$ cat src/rtl/sdtm_pkg.sv
package sdtm_pkg;

  localparam int NUM_BANKS = 4;
  localparam int BANK_W    = $clog2(NUM_BANKS);

  // Strobes from the control to the counter datapath, valid for one cycle.
  typedef struct packed {
    logic                 doAct;
    logic                 doRd;
    logic                 doWr;
    logic                 doPre;
    logic                 doRef;
    logic                 autoPre;
    logic [NUM_BANKS-1:0] bankSel;    // addressed banks (all ones for precharge-all)
    logic [NUM_BANKS-1:0] closeMask;  // banks an explicit precharge actually closes
  } strobe_t;

  // Lower value wins when several rules break together.
  typedef enum logic [3:0] {
    V_NONE      = 4'd0,
    V_REF_WAIT  = 4'd1,
    V_AP_BREAK  = 4'd2,
    V_BUSY      = 4'd3,
    V_NOT_IDLE  = 4'd4,
    V_ACT_OPEN  = 4'd5,
    V_RC        = 4'd6,
    V_RRD       = 4'd7,
    V_CLOSED    = 4'd8,
    V_RCD       = 4'd9,
    V_WR_RECOV  = 4'd10
  } viol_e;

endpackage

$ cat src/rtl/sdtm_counters.sv
module sdtm_counters
  import sdtm_pkg::*;
#(
  parameter int T_RCD     = 3,
  parameter int T_RRD     = 2,
  parameter int T_RC      = 8,
  parameter int T_RP      = 3,
  parameter int T_WR      = 2,
  parameter int BURST_LEN = 4
) (
  input  logic                 clk,
  input  logic                 rstN,
  input  strobe_t              stb,
  output logic [NUM_BANKS-1:0] rcdBusy,
  output logic [NUM_BANKS-1:0] rcBusy,
  output logic [NUM_BANKS-1:0] idleBusy,
  output logic [NUM_BANKS-1:0] wrBusy,
  output logic [NUM_BANKS-1:0] apBusy,
  output logic                 rrdBusy,
  output logic                 refBusy
);

  // A counter loaded with T-1 at a command edge reads zero again T edges later.
  localparam int MAX_T = BURST_LEN + T_WR + T_RP + T_RC;
  localparam int CW    = $clog2(MAX_T + 1);
  localparam logic [CW-1:0] LD_RCD   = CW'(T_RCD - 1);
  localparam logic [CW-1:0] LD_RC    = CW'(T_RC - 1);
  localparam logic [CW-1:0] LD_RRD   = CW'(T_RRD - 1);
  localparam logic [CW-1:0] LD_RP    = CW'(T_RP - 1);
  localparam logic [CW-1:0] LD_WR    = CW'(BURST_LEN + T_WR - 2);
  localparam logic [CW-1:0] LD_AP    = CW'(BURST_LEN - 1);
  localparam logic [CW-1:0] LD_RD_AP = CW'(BURST_LEN + T_RP - 1);
  localparam logic [CW-1:0] LD_WR_AP = CW'(BURST_LEN + T_WR + T_RP - 2);

  logic [CW-1:0] rrdCnt, refCnt;

  always_ff @(posedge clk) begin
    if (!rstN) begin
      rrdCnt <= '0;
      refCnt <= '0;
    end else begin
      rrdCnt <= stb.doAct ? LD_RRD : ((rrdCnt != '0) ? rrdCnt - 1'b1 : rrdCnt);
      refCnt <= stb.doRef ? LD_RC  : ((refCnt != '0) ? refCnt - 1'b1 : refCnt);
    end
  end

  assign rrdBusy = (rrdCnt != '0);
  assign refBusy = (refCnt != '0);

  for (genvar b = 0; b < NUM_BANKS; b++) begin : g_bank
    logic [CW-1:0] rcdCnt, rcCnt, idleCnt, wrCnt, apCnt;
    logic          hit, access;

    assign hit    = stb.bankSel[b];
    assign access = (stb.doRd | stb.doWr) & hit;

    always_ff @(posedge clk) begin
      if (!rstN) begin
        rcdCnt  <= '0;
        rcCnt   <= '0;
        idleCnt <= '0;
        wrCnt   <= '0;
        apCnt   <= '0;
      end else begin
        if (stb.doAct && hit) begin
          rcdCnt <= LD_RCD;
          rcCnt  <= LD_RC;
        end else begin
          rcdCnt <= (rcdCnt != '0) ? rcdCnt - 1'b1 : rcdCnt;
          rcCnt  <= (rcCnt  != '0) ? rcCnt  - 1'b1 : rcCnt;
        end

        if (stb.doPre && stb.closeMask[b])
          idleCnt <= LD_RP;
        else if (access && stb.autoPre)
          idleCnt <= stb.doRd ? LD_RD_AP : LD_WR_AP;
        else
          idleCnt <= (idleCnt != '0) ? idleCnt - 1'b1 : idleCnt;

        if (stb.doWr && hit && !stb.autoPre)
          wrCnt <= LD_WR;
        else
          wrCnt <= (wrCnt != '0) ? wrCnt - 1'b1 : wrCnt;

        if (access && stb.autoPre)
          apCnt <= LD_AP;
        else
          apCnt <= (apCnt != '0) ? apCnt - 1'b1 : apCnt;
      end
    end

    assign rcdBusy[b]  = (rcdCnt  != '0);
    assign rcBusy[b]   = (rcCnt   != '0);
    assign idleBusy[b] = (idleCnt != '0);
    assign wrBusy[b]   = (wrCnt   != '0);
    assign apBusy[b]   = (apCnt   != '0);
  end

endmodule

$ cat src/rtl/sdtm_control.sv
module sdtm_control
  import sdtm_pkg::*;
(
  input  logic                 clk,
  input  logic                 rstN,
  input  logic                 cke,
  input  logic                 csN,
  input  logic                 rasN,
  input  logic                 casN,
  input  logic                 weN,
  input  logic [BANK_W-1:0]    ba,
  input  logic                 a10,
  input  logic [NUM_BANKS-1:0] rcdBusy,
  input  logic [NUM_BANKS-1:0] rcBusy,
  input  logic [NUM_BANKS-1:0] idleBusy,
  input  logic [NUM_BANKS-1:0] wrBusy,
  input  logic [NUM_BANKS-1:0] apBusy,
  input  logic                 rrdBusy,
  input  logic                 refBusy,
  output strobe_t              stb,
  output logic                 violation,
  output logic [3:0]           violCode
);

  logic                 taken;
  logic                 isAct, isRd, isWr, isPre, isRef, isMrs, isBst, isAccess, anyCmd;
  logic [NUM_BANKS-1:0] bankOh, sel, bankOpen;
  viol_e                code;

  assign taken = cke & ~csN;

  always_comb begin
    {isAct, isRd, isWr, isPre, isRef, isMrs, isBst} = '0;
    if (taken) begin
      unique case ({rasN, casN, weN})
        3'b011:  isAct = 1'b1;
        3'b101:  isRd  = 1'b1;
        3'b100:  isWr  = 1'b1;
        3'b010:  isPre = 1'b1;
        3'b001:  isRef = 1'b1;
        3'b000:  isMrs = 1'b1;
        3'b110:  isBst = 1'b1;
        default: ;
      endcase
    end
  end

  assign isAccess = isRd | isWr;
  assign anyCmd   = isAct | isAccess | isPre | isRef | isMrs | isBst;
  assign bankOh   = NUM_BANKS'(1) << ba;
  assign sel      = (isPre && a10) ? '1 : bankOh;

  always_comb begin
    stb           = '0;
    stb.doAct     = isAct;
    stb.doRd      = isRd;
    stb.doWr      = isWr;
    stb.doPre     = isPre;
    stb.doRef     = isRef;
    stb.autoPre   = isAccess & a10;
    stb.bankSel   = sel;
    stb.closeMask = sel & bankOpen;
  end

  always_comb begin
    if (refBusy && anyCmd)
      code = V_REF_WAIT;
    else if ((isPre && |(sel & apBusy)) || (isBst && |apBusy))
      code = V_AP_BREAK;
    else if ((isAct || isAccess || isPre) && |(sel & idleBusy))
      code = V_BUSY;
    else if ((isRef || isMrs) && (|bankOpen || |idleBusy))
      code = V_NOT_IDLE;
    else if (isAct && |(sel & bankOpen))
      code = V_ACT_OPEN;
    else if (isAct && |(sel & rcBusy))
      code = V_RC;
    else if (isAct && rrdBusy)
      code = V_RRD;
    else if (isAccess && !(|(sel & bankOpen)))
      code = V_CLOSED;
    else if (isAccess && |(sel & rcdBusy))
      code = V_RCD;
    else if (isPre && |(sel & wrBusy))
      code = V_WR_RECOV;
    else
      code = V_NONE;
  end

  always_ff @(posedge clk) begin
    if (!rstN) begin
      bankOpen  <= '0;
      violation <= 1'b0;
      violCode  <= '0;
    end else begin
      if (isAct)
        bankOpen <= bankOpen | sel;
      else if (isPre || (isAccess && a10))
        bankOpen <= bankOpen & ~sel;
      violation <= (code != V_NONE);
      violCode  <= code;
    end
  end

endmodule

$ cat src/rtl/sdram_timing_monitor.sv
module sdram_timing_monitor
  import sdtm_pkg::*;
#(
  parameter int T_RCD     = 3,
  parameter int T_RRD     = 2,
  parameter int T_RC      = 8,
  parameter int T_RP      = 3,
  parameter int T_WR      = 2,
  parameter int BURST_LEN = 4
) (
  input  logic        clk,
  input  logic        rstN,
  input  logic        cke,
  input  logic        csN,
  input  logic        rasN,
  input  logic        casN,
  input  logic        weN,
  input  logic [1:0]  ba,
  input  logic        a10,
  output logic        violation,
  output logic [3:0]  violCode
);

  strobe_t              stb;
  logic [NUM_BANKS-1:0] rcdBusy, rcBusy, idleBusy, wrBusy, apBusy;
  logic                 rrdBusy, refBusy;

  sdtm_control i_control (
    .clk      (clk),
    .rstN     (rstN),
    .cke      (cke),
    .csN      (csN),
    .rasN     (rasN),
    .casN     (casN),
    .weN      (weN),
    .ba       (ba),
    .a10      (a10),
    .rcdBusy  (rcdBusy),
    .rcBusy   (rcBusy),
    .idleBusy (idleBusy),
    .wrBusy   (wrBusy),
    .apBusy   (apBusy),
    .rrdBusy  (rrdBusy),
    .refBusy  (refBusy),
    .stb      (stb),
    .violation(violation),
    .violCode (violCode)
  );

  sdtm_counters #(
    .T_RCD    (T_RCD),
    .T_RRD    (T_RRD),
    .T_RC     (T_RC),
    .T_RP     (T_RP),
    .T_WR     (T_WR),
    .BURST_LEN(BURST_LEN)
  ) i_counters (
    .clk     (clk),
    .rstN    (rstN),
    .stb     (stb),
    .rcdBusy (rcdBusy),
    .rcBusy  (rcBusy),
    .idleBusy(idleBusy),
    .wrBusy  (wrBusy),
    .apBusy  (apBusy),
    .rrdBusy (rrdBusy),
    .refBusy (refBusy)
  );

endmodule

$ cat config.mk
export PLATFORM = sky130hd
export DESIGN_NAME = sdram_timing_monitor
export DESIGN_NICKNAME = d
export VERILOG_FILES = /design/src/rtl/sdtm_pkg.sv /design/src/rtl/sdtm_counters.sv /design/src/rtl/sdtm_control.sv /design/src/rtl/sdram_timing_monitor.sv
export SDC_FILE = /design/constraint.sdc
export NUM_CORES = 1
export LEC_CHECK = 0
export BUFFER_PORTS_ARGS = -buffer_cell sky130_fd_sc_hd__buf_4
export CORE_MARGIN = 3
export CORE_UTILIZATION = 30
export CTS_BUF_LIST = sky130_fd_sc_hd__clkbuf_8
export DETAILED_ROUTE_END_ITERATION = 6
export GPL_TIMING_DRIVEN = 0
export HOLD_SLACK_MARGIN = 0.15
export PLACE_DENSITY = 0.41
export SLEW_MARGIN = 20
export SYNTH_ARGS = -nofsm -noshare
export SYNTH_HDL_FRONTEND = slang
export SYNTH_SLANG_ARGS = --single-unit
$ cat constraint.sdc
create_clock -name clk -period 3.4 [get_ports clk]
set_input_delay 0.34 -clock clk [delete_from_list [all_inputs] [get_ports clk]]
set_output_delay 0.34 -clock clk [all_outputs]
set_load 0.05 [all_outputs]
==> results.toml, run 1 <==
[grt]
use_met3 = 0.04195
antenna_found_initial = 0
grt_use_met2 = 0.2177
grt_busiest_layer = "met2"
grt_pass1_wl_um = 23810
first_global_vias = 4736
grtUsageMet1 = 0.1872
overflow = 0
grt_max_degree = 17
grt_use_total = 0.1391

[placement]
dpl.cell_count = 1002
io_buffers = 11
dp_slack_ps = 402.0
place_hpwl_um = 10700
gp_congestion = 0.8504

[timing]
max_freq_mhz = 333.3
slew_viol_final = 0
worst_slew_pin_slew_ps = 979.3
setup_ws_ps = 400.0
finalSetupTns_ps = 0
fin_skew_ps = 10.97
hold_viol = 0
grt_setup_unrepaired = "false"
slew_headroom = 0.3380
timing.final.crit_period_ps = 3000
finalCritPeriodShare = 0.8824
setup_viol = 0

[power_and_ir_drop]
switchingPower_w = 0.002753
p_int_w = 0.004289
vdd_ir_drop_max_uv = 431.2
p_clk_frac = 0.210
power_frac_comb = 0.457
sw_frac_of_total = 0.3909
seqPwrFrac = 0.333
power-per-cell-area_nw_per_um2 = 1029
p_leak_nw = 2.730

[logic_synthesis]
synth.avg_cell_area_um2 = 8.170
synth-warning-count = 0
synth_top_flop_cell = "dfxtp_1"
synth_cells = 731
synthArstFlopShare = 0
yosysUniqueCellTypes = 62
syn-num-nets = 775
synth_edf_count = 0
netlist.area_leader.share = 0.3989
yosys-top-cells-area = "dfxtp_1 (40%), ha_1 (7.1%), xnor2_1 (6.5%)"
synth.cell_area_um2 = 5972
yosys.area.top_type = "dfxtp_1"
yosys_register_bits = 119
seq_area_frac_synth = 0.3989

[routing]
first_pass_iters = 5
drtAntennaViolNets = 0
wire_per_inst_um = 13.97
via_per_inst = 4.756
dr.first_iter.drc_count = 219
route.detailed.drc = 0
drt_wl_total_um = 14450
num_vias = 4918

[finish]
instances_no_fill = 1034
area_growth_pct = 14.54
n_fill_cell = 2024
final_util = 0.3573
seqCellArea_um2 = 2382
multi_input_area_um2 = 3284
drive_gt1_frac = 0.09302
fin_nets = 805
n_antenna_cell = 0

[floorplan]
coreArea_um2 = 19140
io_pins = 15
rows = 50
die_h_um = 147.1
die_w_um = 147.1
start_util = 0.3120
die-area_um2 = 21640

[worst_setup_path]
reg2reg_to = "i_control.violation$_SDFF_PN0_"
crit_arrival_ps = 3320
startpoint_type = "flop"
crit_fanout = 4
r2r_start = "i_counters.g_bank[2].idleCnt[0]$_SDFFE_PP0P_"
reg2reg_depth = 9
end_kind = "flop"
required_ps = 3720
crit_start = "i_counters.g_bank[2].idleCnt[0]$_SDFFE_PP0P_"
setup.worst_path.end = "i_control.violation$_SDFF_PN0_"
reg2reg_slack_ps = 400
path_class = "reg2reg"

[clocking]
cts-buffers-inserted = 17
clockBufferDepth = 2
postCtsSetupBuffers = 0
htree_levels = 4
cts_resized = 0
cts_hold_buf = 0
clk_pin_slew_ps = 80
root_buffer = "clkbuf_8"
insertion_delay_ps = 450
cts_tree = "yes"
cts_sinks = 119

[status]
status = "finished clean"

[worst_hold_path]
min_path_type = "in2reg"

[job]
drv_cap = 0
stage by stage:
| stage | hold WS, ps | total power [W] | instance area (um^2) |
|---|---|---|---|
| after floorplan | 406.7 | 0.004945 | 5972 |
| after global placement | 417.6 | 0.005493 | 6380 |
| after detailed placement | 430.4 | 0.005598 | 6380 |
| after CTS | 228.4 | 0.007132 | 6840 |
| after global routing | 239.4 | 0.007747 | 6840 |
| final | 265.4 | 0.007041 | 6840 |
cells in the mapped netlist (3+ instances only):
library cell and n:
a211oi_1 11, nand3_1 13, or3_1 13, a31oi_1 3, inv_1 50, a21oi_1 61, ha_1 34, nor2_1 102
o22ai_1 3, clkbuf_1 12, nor4_1 5, o21ai_0 24, xnor2_1 44, nor2b_1 5, buf_4 3, mux2i_1 5
nor4b_2 3, nand3b_1 9, nand2_1 94, nor3_1 31, mux2_2 5, o21ai_1 7, or4b_1 6, xor2_1 14
buf_2 4, dfxtp_1 119, nor4b_1 4, nand2b_1 6
final cells by class:
class	count	share of cell area
buffer	22	0.01665
clock buffer	21	0.04225
clock inverter	11	0.02506
inverter	51	0.02799
multi-input combinational	539	0.4802
sequential	119	0.3483
tap	260	0.04756
timing repair buffer	11	0.01207
routing by layer:
metal | up-vias | share of wire | routed length (um)
li1 | 2535 | - | -
met1 | 2324 | 0.50 | 7289
met2 | 48 | 0.45 | 6522
met3 | 11 | 0.033 | 472
met4 | 0 | 0.011 | 164
met5 | - | 0 | 0
worst max-delay path, cell delays in order (launching register included):
cell,delay (ps)
dfxtp_1,350
inv_1,100
ha_1,180
nor4b_1,800
nand2_1,230
a22oi_1,240
a311oi_1,180
a211oi_2,190
a211oi_1,120
or4_1,480
power by group through the flow:
stage               logic [W]  registers (W)  clock network [W]
floorplan             0.00264        0.00230                  0
global placement      0.00314        0.00235                  0
detailed placement    0.00323        0.00237                  0
CTS                   0.00326        0.00234            0.00153
global route          0.00373        0.00243            0.00159
finish                0.00322        0.00234            0.00148
cells in the final DEF, fill, tap and decap left out, drive strengths merged, types with 3 or more instances in the layout:
cell type	synthesis	final
clkinv	1	3
xnor2	44	44
o21ai	32	32
clkinvlp	0	4
nor3	31	31
ha	34	34
nand3	14	14
buf	10	21
a211oi	12	12
a31oi	3	3
a21oi	61	61
nor2	105	105
inv	50	51
nand3b	9	9
nor4	5	5
xor2	14	14
or3	13	13
clkbuf	12	33
nor4b	7	7
dfxtp	119	119
mux2	5	5
nand2b	7	7
mux2i	5	5
bufinv	0	4
nand2	94	94
nor2b	5	5
or4b	6	6
o22ai	3	3
cell families (layout without fill, tap and decap cells):
logic type | Yosys count | count (layout) | share of synthesized area
adders and majority gates | 34 | 34 | 0.07123
muxes | 10 | 10 | 0.01781
and+or+nand+nor | 310 | 310 | 0.2506
buffers and inverters | 73 | 116 | 0.05112
DFF | 119 | 119 | 0.3989
xor gates and xnor gates | 58 | 58 | 0.08506
AOI/OAI and AO/OA | 127 | 127 | 0.1253
registers in the layout, summed over array words and instances, names as in the netlist, named ones only:
register	count
i_control.violation	1
i_control.violCode	4
i_counters.g_bank.wrCnt	20
i_counters.rrdCnt	5
i_counters.g_bank.apCnt	20
i_counters.g_bank.rcdCnt	20
i_counters.g_bank.idleCnt	20
i_counters.g_bank.rcCnt	20
i_counters.refCnt	5
worst min path at each step:
stage | from | endpoint | slack, ps | depth (start not counted)
after floorplan | i_counters.g_bank[1].rcCnt[4]$_SDFFE_PP0P_ | i_counters.g_bank[1].rcCnt[4]$_SDFFE_PP0P_ | 410 | 2
after global placement | i_counters.g_bank[1].rcCnt[4]$_SDFFE_PP0P_ | i_counters.g_bank[1].rcCnt[4]$_SDFFE_PP0P_ | 420 | 2
after detailed placement | i_counters.g_bank[2].rcCnt[4]$_SDFFE_PP0P_ | i_counters.g_bank[2].rcCnt[4]$_SDFFE_PP0P_ | 430 | 2
after CTS | rstN | i_control.violCode[1]$_SDFF_PN0_ | 230 | 3
after global routing | rstN | i_control.violCode[2]$_SDFF_PN0_ | 240 | 3
final | rstN | i_control.violCode[2]$_SDFF_PN0_ | 270 | 3
Power figures use the tool's default switching activity.
==> run 2: changes to the inputs <==
Settings changed: CORE_UTILIZATION 30 to 60, PLACE_DENSITY 0.41 to 0.74.
==> run 2 against run 1 <==
Total power shrank 4.1%. Worst setup slack gained 100 ps. Via count grew 1.9%. Hold slack gained 13 ps. Sequential share of layout area grew 1.4 points. Final area shrank 3.8%. Clock skew shrank 3.0 ps. Critical endpoint unchanged. Largest cell class unchanged.
==> results.toml, run 2 (synthesized netlist as in run 1, its figures left out) <==
[status]
status = "finished clean"

[timing]
hold_slack_ps = 278.8
worst_slew_pin_slew_ps = 976.4
slew_viol_final = 0
grt_setup_unrepaired = "false"
finalCritPeriodShare = 0.8528
timing.final.crit_period_ps = 2899
finalSetupTns_ps = 0
setup_viol = 0
slew_headroom = 0.3399
max_freq_mhz = 344.9
fin_skew_ps = 8.003
hold_viol = 0

[worst_setup_path]
crit_fanout = 4
path_class = "reg2reg"
crit_buf_inv = 1
reg2reg_slack_ps = 500
crit_slowest_cell = "nor4b_1"
r2r_start = "i_counters.g_bank[2].idleCnt[0]$_SDFFE_PP0P_"
crit_start = "i_counters.g_bank[2].idleCnt[0]$_SDFFE_PP0P_"
crit_arrival_ps = 3200
path_cells = "inv_1 > ha_1 > nor4b_1 > nand2_1 > a22oi_1 > a311oi_1 > nor2_1 > a21oi_1 > or4_1"
crit_cells = 9
crit_family = "simple AND/OR/NAND/NOR gates"
reg2reg_depth = 9
required_ps = 3700
max_stage_delay_ps = 800
reg2reg_to = "i_control.violation$_SDFF_PN0_"
setup.worst_path.end = "i_control.violation$_SDFF_PN0_"
end_kind = "flop"
startpoint_type = "flop"

[clocking]
clockBufferDepth = 2
cts_resized = 0
cts-buffers-inserted = 17
insertion_delay_ps = 430
clk_pin_slew_ps = 60
cts_tree = "yes"
postCtsSetupBuffers = 0
cts_sinks = 119
htree_levels = 4
root_buffer = "clkbuf_8"
cts_hold_buf = 0

[placement]
gp_congestion = 0.8932
dpl.cell_count = 871
post_dp_cell_area_um2 = 6216
io_buffers = 11
place_hpwl_um = 9224

[routing]
wire_per_inst_um = 14.03
num_vias = 5013
drt_wl_total_um = 12660
route.detailed.drc = 0
dr.first_iter.drc_count = 330
drtAntennaViolNets = 0
first_pass_iters = 5
via_per_inst = 5.558

[finish]
seqCellArea_um2 = 2382
n_antenna_cell = 0
multi_input_area_um2 = 3284
layout_commonest_cell = "dfxtp_1"
fin_nets = 805
n_fill_cell = 772
instances_no_fill = 902
finalInstanceArea_um2 = 6580
area_growth_pct = 10.18
drive_gt1_frac = 0.08926
layout_common_cells = "dfxtp_1 (119), nor2_1 (102), nand2_1 (94)"
final_util = 0.6956

[power_and_ir_drop]
vdd_ir_drop_max_uv = 586.1
power_frac_comb = 0.475
seqPwrFrac = 0.348
p_int_w = 0.004064
sw_frac_of_total = 0.3980
p_clk_frac = 0.176
power-per-cell-area_nw_per_um2 = 1026
p_leak_nw = 2.706
switchingPower_w = 0.002687

[floorplan]
die-area_um2 = 11190
coreArea_um2 = 9459
die_h_um = 105.8
io_pins = 15
die_w_um = 105.8
rows = 35
start_util = 0.6313

[grt]
grt_use_total = 0.2396
overflow = 0
first_global_vias = 4735
antenna_found_initial = 0
grt_max_degree = 17
grt_pass1_wl_um = 21570

[worst_hold_path]
min_path_type = "in2reg"

[job]
drv_cap = 0
[run 2: cell type report]
| class | instances | share of cell area |
|---|---|---|
| Sequential cell | 119 | 0.3620 |
| Buffer | 22 | 0.01730 |
| Multi-Input combinational cell | 539 | 0.4991 |
| Clock buffer | 18 | 0.03765 |
| Timing Repair Buffer | 11 | 0.01255 |
| Clock inverter | 13 | 0.01768 |
| Inverter | 51 | 0.02909 |
| Tap cell | 129 | 0.02453 |
[run 2: worst min-delay path by stage]
stage / from / endpoint / cells past startpoint
after global routing: rstN / i_control.violCode[1]$_SDFF_PN0_ / 3
after CTS: rstN / i_control.violCode[2]$_SDFF_PN0_ / 3
after detailed placement: i_counters.g_bank[2].rcCnt[4]$_SDFFE_PP0P_ / i_counters.g_bank[2].rcCnt[4]$_SDFFE_PP0P_ / 2
final: rstN / i_control.violCode[2]$_SDFF_PN0_ / 3
after global placement: i_counters.g_bank[1].rcCnt[4]$_SDFFE_PP0P_ / i_counters.g_bank[1].rcCnt[4]$_SDFFE_PP0P_ / 2
after floorplan: i_counters.g_bank[1].rcCnt[4]$_SDFFE_PP0P_ / i_counters.g_bank[1].rcCnt[4]$_SDFFE_PP0P_ / 2
[run 2: metal layers]
layer / GRT usage / share of wire
met5: 0 / 0
met4: 0.06753 / 0.013
met3: 0.07410 / 0.050
met2: 0.4048 / 0.48
met1: 0.2951 / 0.46
[run 2: power by group through the flow]
| stage | clock network, W | registers, W | logic, W |
|---|---|---|---|
| 6_report | 0.00119 | 0.00235 | 0.00321 |
| 5_1_grt | 0.00128 | 0.00242 | 0.00369 |
| 4_1_cts | 0.00122 | 0.00234 | 0.00322 |
| 3_5_place_dp | 0 | 0.00237 | 0.00318 |
| 3_3_place_gp | 0 | 0.00234 | 0.00304 |
| 2_1_floorplan | 0 | 0.00230 | 0.00264 |
[run 2: worst reg2reg max path: stages (launching register included)]
cell      delay (ps)
dfxtp_1          330
inv_1             90
ha_1             180
nor4b_1          800
nand2_1          210
a22oi_1          250
a311oi_1         180
nor2_1           120
a21oi_1          110
or4_1            520
[run 2: metrics by stage]
| stage | setup slack, ps | total power, W |
|---|---|---|
| finish | 500.6 | 0.006751 |
| global route | 360.5 | 0.007394 |
| CTS | 511.7 | 0.006790 |
| detailed placement | 546.4 | 0.005546 |
| global placement | 647.6 | 0.005385 |
| floorplan | 957.6 | 0.004945 |
